<file path="src/rtl/ledDrvPkg.sv">
package ledDrvPkg;
  typedef enum logic [1:0] {
    ST_INIT  = 2'd0,
    ST_IDLE  = 2'd1,
    ST_SHIFT = 2'd2,
    ST_LATCH = 2'd3
  } drvState_t;

  // Strobes from control to datapath; at most one is active per cycle.
  typedef struct packed {
    logic load;      // capture word, present MSB, shift clock low
    logic clkHigh;   // raise shift clock (middle of bit)
    logic nextBit;   // lower shift clock, present next bit
    logic latchOn;   // lower shift clock, raise storage clock
    logic latchOff;  // lower storage clock
  } drvStrobe_t;
endpackage

</file>
<file path="src/rtl/ledBitTick.sv">
module ledBitTick #(
  parameter int HALF_BIT = 2
) (
  input  logic clk,
  input  logic rstN,
  input  logic clear,
  input  logic run,
  output logic tick
);
  localparam int CW = (HALF_BIT > 1) ? $clog2(HALF_BIT) : 1;
  localparam logic [CW-1:0] LAST = CW'(HALF_BIT - 1);

  logic [CW-1:0] cnt;

  assign tick = run && (cnt == LAST);

  always_ff @(posedge clk) begin
    if (!rstN || clear) cnt <= '0;
    else if (run) cnt <= tick ? '0 : cnt + 1'b1;
  end

  // half-bit counter never passes its limit
  a_r6_tick_range: assert property (@(posedge clk) disable iff (!rstN)
    cnt <= LAST);
endmodule

</file>
<file path="src/rtl/ledDrvCtrl.sv">
module ledDrvCtrl
  import ledDrvPkg::*;
#(
  parameter int WIDTH = 8
) (
  input  logic       clk,
  input  logic       rstN,
  input  logic       changed,
  input  logic       tick,
  output logic       tickRun,
  output logic       tickClear,
  output drvStrobe_t strobe
);
  localparam int BW = (WIDTH > 1) ? $clog2(WIDTH) : 1;
  localparam logic [BW-1:0] LAST_BIT = BW'(WIDTH - 1);

  drvState_t state;
  logic      phase;
  logic [BW-1:0] bitCnt;

  assign tickRun   = (state == ST_SHIFT) || (state == ST_LATCH);
  assign tickClear = strobe.load;

  always_comb begin
    strobe = '0;
    unique case (state)
      ST_INIT:  strobe.load = 1'b1;
      ST_IDLE:  strobe.load = changed;
      ST_SHIFT: if (tick) begin
        if (!phase)                 strobe.clkHigh = 1'b1;
        else if (bitCnt == LAST_BIT) strobe.latchOn = 1'b1;
        else                        strobe.nextBit = 1'b1;
      end
      ST_LATCH: if (tick && phase) strobe.latchOff = 1'b1;
      default: ;
    endcase
  end

  always_ff @(posedge clk) begin
    if (!rstN) begin
      state  <= ST_INIT;
      phase  <= 1'b0;
      bitCnt <= '0;
    end else begin
      if (strobe.load) begin
        state  <= ST_SHIFT;
        phase  <= 1'b0;
        bitCnt <= '0;
      end else if (tickRun && tick) begin
        phase <= ~phase;
        if (strobe.nextBit)  bitCnt <= bitCnt + 1'b1;
        if (strobe.latchOn)  state  <= ST_LATCH;
        if (strobe.latchOff) state  <= ST_IDLE;
      end
    end
  end

  // no change means the block remains idle
  a_r4_idle_hold: assert property (@(posedge clk) disable iff (!rstN)
    (state == ST_IDLE && !changed) |=> state == ST_IDLE);
  // bit counter stays within the word
  a_r5_bit_range: assert property (@(posedge clk) disable iff (!rstN)
    bitCnt <= LAST_BIT);
  // one datapath action per cycle
  a_r6_one_action: assert property (@(posedge clk) disable iff (!rstN)
    $onehot0(strobe));
  // latch phase always ends in idle
  a_r7_latch_to_idle: assert property (@(posedge clk) disable iff (!rstN)
    strobe.latchOff |=> state == ST_IDLE);
endmodule

</file>
<file path="src/rtl/ledDrvPath.sv">
module ledDrvPath
  import ledDrvPkg::*;
#(
  parameter int WIDTH = 8
) (
  input  logic             clk,
  input  logic             rstN,
  input  logic [WIDTH-1:0] dataIn,
  input  drvStrobe_t       strobe,
  output logic             changed,
  output logic             serData,
  output logic             shiftClk,
  output logic             storeClk
);
  logic [WIDTH-1:0] lastSent;
  logic [WIDTH-1:0] shiftReg;

  assign changed = (dataIn != lastSent);

  always_ff @(posedge clk) begin
    if (!rstN) begin
      lastSent <= '0;
      shiftReg <= '0;
      serData  <= 1'b0;
      shiftClk <= 1'b0;
      storeClk <= 1'b0;
    end else begin
      if (strobe.load) begin
        lastSent <= dataIn;
        shiftReg <= dataIn << 1;
        serData  <= dataIn[WIDTH-1];
        shiftClk <= 1'b0;
      end
      if (strobe.clkHigh) shiftClk <= 1'b1;
      if (strobe.nextBit) begin
        shiftClk <= 1'b0;
        serData  <= shiftReg[WIDTH-1];
        shiftReg <= shiftReg << 1;
      end
      if (strobe.latchOn) begin
        shiftClk <= 1'b0;
        storeClk <= 1'b1;
      end
      if (strobe.latchOff) storeClk <= 1'b0;
    end
  end

  // data does not move at a rising shift edge
  a_r6_data_stable: assert property (@(posedge clk) disable iff (!rstN)
    $rose(shiftClk) |-> $stable(serData));
  // shift clock low throughout the latch pulse
  a_r7_latch_exclusive: assert property (@(posedge clk) disable iff (!rstN)
    storeClk |-> !shiftClk);
  // a rising shift edge needs a transfer in progress, never at load
  a_r4_rise_in_transfer: assert property (@(posedge clk) disable iff (!rstN)
    $rose(shiftClk) |-> $past(!strobe.load));
endmodule

</file>
<file path="src/rtl/ledSerialDriver.sv">
module ledSerialDriver
  import ledDrvPkg::*;
#(
  parameter int WIDTH    = 8,
  parameter int HALF_BIT = 2
) (
  input  logic             clk,
  input  logic             rstN,
  input  logic [WIDTH-1:0] dataIn,
  output logic             serData,
  output logic             shiftClk,
  output logic             storeClk
);
  drvStrobe_t strobe;
  logic changed, tick, tickRun, tickClear;

  ledBitTick #(.HALF_BIT(HALF_BIT)) uTick (
    .clk(clk), .rstN(rstN), .clear(tickClear), .run(tickRun), .tick(tick)
  );

  ledDrvCtrl #(.WIDTH(WIDTH)) uCtrl (
    .clk(clk), .rstN(rstN), .changed(changed), .tick(tick),
    .tickRun(tickRun), .tickClear(tickClear), .strobe(strobe)
  );

  ledDrvPath #(.WIDTH(WIDTH)) uPath (
    .clk(clk), .rstN(rstN), .dataIn(dataIn), .strobe(strobe),
    .changed(changed), .serData(serData), .shiftClk(shiftClk),
    .storeClk(storeClk)
  );
endmodule

</file>
<file path="config.mk">
export PLATFORM = sky130hd
export DESIGN_NAME = ledSerialDriver
export DESIGN_NICKNAME = d
export VERILOG_FILES = /design/src/rtl/ledDrvPkg.sv /design/src/rtl/ledBitTick.sv /design/src/rtl/ledDrvCtrl.sv /design/src/rtl/ledDrvPath.sv /design/src/rtl/ledSerialDriver.sv
export SDC_FILE = /design/constraint.sdc
export NUM_CORES = 1
export LEC_CHECK = 0
export ABC_CLOCK_PERIOD_IN_PS = 2100
export BUFFER_PORTS_ARGS = -buffer_cell sky130_fd_sc_hd__buf_2
export CORE_UTILIZATION = 50
export CTS_BUF_LIST = sky130_fd_sc_hd__clkbuf_4 sky130_fd_sc_hd__clkbuf_8
export CTS_CLUSTER_DIAMETER = 150
export DETAILED_ROUTE_END_ITERATION = 10
export PLACE_DENSITY = 0.7
export SETUP_SLACK_MARGIN = 0.4
export SYNTH_ARGS = -nofsm -noshare
export SYNTH_HDL_FRONTEND = slang
export SYNTH_SLANG_ARGS = --single-unit
</file>
<file path="constraint.sdc">
create_clock -name clk -period 2.1 [get_ports clk]
set_input_delay 0.21 -clock clk [delete_from_list [all_inputs] [get_ports clk]]
set_output_delay 0.21 -clock clk [all_outputs]
set_load 0.02 [all_outputs]
</file>
-- Yosys cells after proc, flatten, opt, wreduce, memory -nomap -nowiden
Cells that the tools add are included.
- add/sub/neg operators: 2
- reduce and logical (&&, ||, !) cells: 18
- eq/ne operators: 5
- bitwise logic cells: 2
- multiplexer cells: 20
- operators with widths (operator ; count):
    8-bit two-way mux ; 2
    1-bit two-way mux ; 10
    2-bit two-way mux ; 5
    8-bit != test ; 1
    2-bit nonzero test ; 4
    3-bit two-way mux ; 2
    2-bit AND reduction ; 3
    2-bit == test (second input constant) ; 2
    2-bit OR reduction ; 2
    3-bit by 1-bit adder with 3-bit output (second input constant) ; 1
    3-bit == test (second input constant) ; 1
    1-bit logical AND ; 3
    3-bit nonzero test ; 1
    3-bit OR reduction ; 1
    2-bit by 1-bit == test with 1-bit output (second input constant) ; 1
    2-bit zero test ; 1
    1-bit logical OR ; 2
    1-bit NOT ; 2
    1-bit case mux with 2 select lines ; 1
    1-bit adder (second input constant) ; 1
    1-bit zero test ; 1
- input bits: 10
- flip-flop bits (word level): 25
- output and inout port bits: 3
- word-level logic and storage cells: 57

-- Depth between registers and ports, before layout
- depth after elaboration: 9
- mapped depth: 7
- depth with buffers taken out: 6

-- Cells and area by module
A second synthesis with hierarchy kept.
- cell total of the unflattened synthesis: 121
- area, all modules: 1174.9 um^2
- modules (own cells, without submodules) (module ; seq. area each (um^2) ; instances ; cells an instance ; area an instance (um^2)):
    ledDrvPath ; 360.3 ; 1 ; 80 ; 798.3
    ledDrvCtrl ; 120.1 ; 1 ; 37 ; 327.8
    ledBitTick ; 20.0 ; 1 ; 4 ; 48.8

-- Worst setup path after synthesis
Ideal clock, no wire load.
- path kind: register to register
- start point: register uCtrl.bitCnt[0]
- end point: register uCtrl.bitCnt[1]
- buffers on the path: 1
- path slack: 0.567 ns
- arrival time: 1.404 ns
- data required time: 1.971 ns
- cell stages (with the launch flop): 7
- setup time: 0.129 ns
- clock period less this slack: 1.533 ns
- cell sequence: dfxtp_1 > ha_1 > ha_1 > nor3b_1 > buf_2 > mux2i_1 > nor2_1
- cells in the longest elaborated chain, start to end: 6
- elaborated cells between the ends (all ways): 7
- classes of those cells: add/sub: 1; eq/ne: 1; mux: 4; reduce/logical: 1
- ends and longest elaborated chain (what ; RTL line ; RTL):
    start, declared ; ledDrvCtrl.sv:19 ; logic [BW-1:0] bitCnt;
    start signal, assigned ; ledDrvCtrl.sv:51 ; if (strobe.nextBit) bitCnt <= bitCnt + 1'b1;
    3-bit == test ; ledDrvCtrl.sv:31 ; else if (bitCnt == LAST_BIT) strobe.latchOn = 1'b1;
    1-bit two-way mux ; ledDrvCtrl.sv:31 ;
    2-bit two-way mux ; ledDrvCtrl.sv:30 ; if (!phase) strobe.clkHigh = 1'b1;
    3-bit two-way mux ; ledDrvCtrl.sv:29 ; ST_SHIFT: if (tick) begin
    3-bit two-way mux ; ledDrvCtrl.sv:26 ; unique case (state)
    2-bit AND reduction (no source line) ; - ;
Several ways; a longest one is shown, not always the timed one.
A chain may end at the register's enable or synchronous reset.

-- Worst setup path in the final report
- start point: register uPath.lastSent[4]
- end point: register uPath.shiftReg[6]
- cells in the longest elaborated chain, start to end: 3
- ends and longest elaborated chain (what ; RTL line ; RTL):
    start, declared ; ledDrvPath.sv:15 ; logic [WIDTH-1:0] lastSent;
    start signal, assigned ; ledDrvPath.sv:29 ; lastSent <= dataIn;
    8-bit != test ; ledDrvPath.sv:18 ; assign changed = (dataIn != lastSent);
    1-bit case mux with 2 select lines ; ledDrvCtrl.sv:26 ;
    2-bit nonzero test (no source line) ; - ;
    end signal, assigned ; ledDrvPath.sv:30 ; shiftReg <= dataIn << 1;
    end signal, assigned ; ledDrvPath.sv:38 ; shiftReg <= shiftReg << 1;
    end, declared ; ledDrvPath.sv:16 ; logic [WIDTH-1:0] shiftReg;
Every way passes these cells.

==> results.yml <==
placed_design:
  placedCellCount: 164
  port_buffers: 12
  post_dp_cell_area_um2: 1190
  gp_congestion: 0.812
  dp_hpwl_mm: 1.57
synth:
  synth_compound_area_frac: 0.199
  yosysTopAreaCellShare: 0.454
  muxShareOfSynthArea: 0.0272
  synth-simple-area-share: 0.182
  synth_edf_count: 0
  synth_area_leaders: "dfxtp_1 (45%), nand2_1 (8.5%), xnor2_1 (7.2%)"
  synth_area_um2: 1100
  synth_nets: 139
  syn_inst: 127
  synth_top_family_by_area: "compound AO/OA/AOI/OAI gates"
  ys_ff_latch: 25
  ys_warn_count: 0
  async_flop_share: 0
  synthAdderAreaFrac: 0.0227
  synth_area_leader_cell: "dfxtp_1"
  synthDistinctLibCells: 27
  avgSynthCellArea_um2: 8.68
  synth_xor_area_frac: 0.0795
  synth_flop_cell: "dfxtp_1"
  seq_area_frac_synth: 0.454
clock_network:
  path_clk_slew_ns: 0.14
  cts_buffers: 3
  cts_root_buf: "clkbuf_4"
  h-tree-depth: 1
  cts.sinks: 25
  cts_buffer_depth: 2
  cts_tree: "built"
  worstSkewPairLatency_ns: 0.31
  ctsHoldBuffers: 0
route:
  routed_via_density: 5.52
  drtPass1Iterations: 4
  num_vias: 961
  drc: 0
  final_antenna_net_count: 0
  first_iter_violations: 36
  totalWireLength_mm: 2.34
  wl_per_cell_um: 13.5
global_routing:
  gr-total-overflow: 0
  grt_pass1_vias: 805
  grt_util_all_layers: 0.197
  antenna_found_initial: 0
  grt_pass1_wl_mm: 3.54
  grt_max_degree: 17
floorplan:
  rows: 16
  die_w_um: 49.0
  io_pins: 13
  fp.dieH_um: 49.0
  initial_core_util: 0.545
  dieArea_um2: 2400
  core_area_um2: 2020
sta:
  period_minus_slack_ns: 1.69
  fmax_mhz: 593
  drv_slew: 0
  hold_viol_final: 0
  min_period_over_period: 0.803
  rsz0062_at_grt: "no"
  finalSetupTns_ns: 0
  worst_pin_slew_ns: 0.494
  slew_headroom: 0.670
  fin_worst_skew_ns: 0.0140
  setup_viol_count_final: 0
power_and_ir_drop:
  ir_worst_vdd_mv: 0.357
  power.leakage_nw: 0.542
  pwr_density_cell_nw_per_um2: 659
worst_setup_path:
  cp_max_fo: 7
  worstPathRequired_ns: 2.35
  crit_path_start_kind: "flip-flop"
  path_class: "reg2reg"
  cp.arrival_ns: 1.93
  endpoint_kind: "flip-flop"
layout:
  instances_no_fill: 174
  design_area_um2: 1300
  antenna_cells: 0
  drive_gt1_frac: 0.231
  fin_util: 0.642
  synthToLayoutAreaGrowth_pct: 17.8
  nNetsFinal: 160
  regArea_um2: 500
  multi_input_area_um2: 602
  nFillCells: 184
job:
  cap_violations: 0
status:
  status: "completed"
hold_path:
  hp-class: "in2reg"
==> metal layers <==
| layer | global-route usage | up-vias | wire length (um) |
|---|---|---|---|
| met4 | 0.0882 | 0 | 19 |
| met2 | 0.331 | 20 | 1140 |
| li1 | - | 484 | - |
| met3 | 0.0374 | 2 | 89 |
| met5 | 0 | - | 0 |
| met1 | 0.244 | 455 | 1090 |
==> path summary, 6_finish.rpt <==
| kind | cells past startpoint | to | start | slack [ns] |
|---|---|---|---|---|
| max | 5 | uPath.shiftReg[6]$_SDFFE_PN0P_ | uPath.lastSent[4]$_SDFFE_PN0P_ | 0.41 |
| min | 3 | uPath.lastSent[1]$_SDFFE_PN0P_ | dataIn[1] | 0.15 |
| max reg2reg | 5 | uPath.shiftReg[6]$_SDFFE_PN0P_ | uPath.lastSent[4]$_SDFFE_PN0P_ | 0.41 |
| min reg2reg | 2 | uPath.shiftReg[5]$_SDFFE_PN0P_ | uPath.shiftReg[5]$_SDFFE_PN0P_ | 0.48 |
==> cells in the mapped netlist (2+ instances only) <==
master / n
a21oi_1: 13
a22oi_1: 4
buf_2: 2
clkbuf_1: 2
dfxtp_1: 25
ha_1: 2
inv_1: 2
mux2i_1: 3
nand2_1: 25
nand3_1: 4
nor2_1: 7
nor3_1: 2
o21ai_0: 9
o22ai_1: 4
o2bb2ai_2: 3
xnor2_1: 9
==> layout make-up <==
cell class / count / area share
Inverter: 2 / 0.00578
Multi-Input combinational cell: 95 / 0.463
Clock inverter: 1 / 0.00385
Clock buffer: 3 / 0.0173
Timing Repair Buffer: 21 / 0.0983
Tap cell: 27 / 0.0260
Sequential cell: 25 / 0.385
==> through the flow <==
step | hold WS [ns] | worst slack, ns | power, mW
floorplan | 0.340 | 0.567 | 0.605
global placement | 0.449 | 0.386 | 0.635
detailed placement | 0.462 | 0.310 | 0.638
CTS | 0.143 | 0.357 | 0.847
global route | 0.139 | 0.373 | 0.897
finish | 0.148 | 0.413 | 0.855
==> state kept, by name, indices dropped and copies added (netlist names) <==
register        flops
uCtrl.state         2
uPath.storeClk      1
uPath.shiftReg      7
uTick.cnt           1
uPath.shiftClk      1
uCtrl.phase         1
uPath.serData       1
uCtrl.bitCnt        3
uPath.lastSent      8
==> kinds of logic after synthesis <==
| kind of cell | count (synthesis) |
|---|---|
| fa+ha+maj | 2 |
| simple gates | 45 |
| flops | 25 |
| mux | 3 |
| xor+xnor | 10 |
| compound gates | 34 |
| buf+inv | 8 |
==> timing repair <==
item,in CTS,in global routing
cloned,0,1
pin swaps,0,4
endpoints found under the setup margin,11,17
gates resized for setup,2,4
setup buffers,0,5
==> layout by cell type, fill, tap and decap left out, types with 2 or more instances in the layout <==
master     netlist  layout
nand2_1         25      25
dfxtp_1         25      25
xnor2_1          9       8
a21oi_1         13      13
nand3_1          4       4
o2bb2ai_2        3       3
nor2_1           7       7
buf_2            2      12
buf_4            0       9
o22ai_1          4       4
a22oi_1          4       4
mux2i_1          3       3
inv_1            2       2
ha_1             2       2
o21ai_0          9       9
clkbuf_4         0       3
nor3_1           2       2
==> worst max-delay path, cell delays in order (launching register included) <==
cell,delay [ns]
dfxtp_1,0.38
xnor2_1,0.12
nand3_1,0.21
o31a_4,0.45
or2_4,0.30
o2bb2ai_2,0.14
==> where the power goes <==
part	internal, mW	switching, mW
combinational	0.0589	0.0698
sequential	0.500	0.0175
clock	0.0711	0.139
total	0.629	0.226
Power figures use the tool's default switching activity.
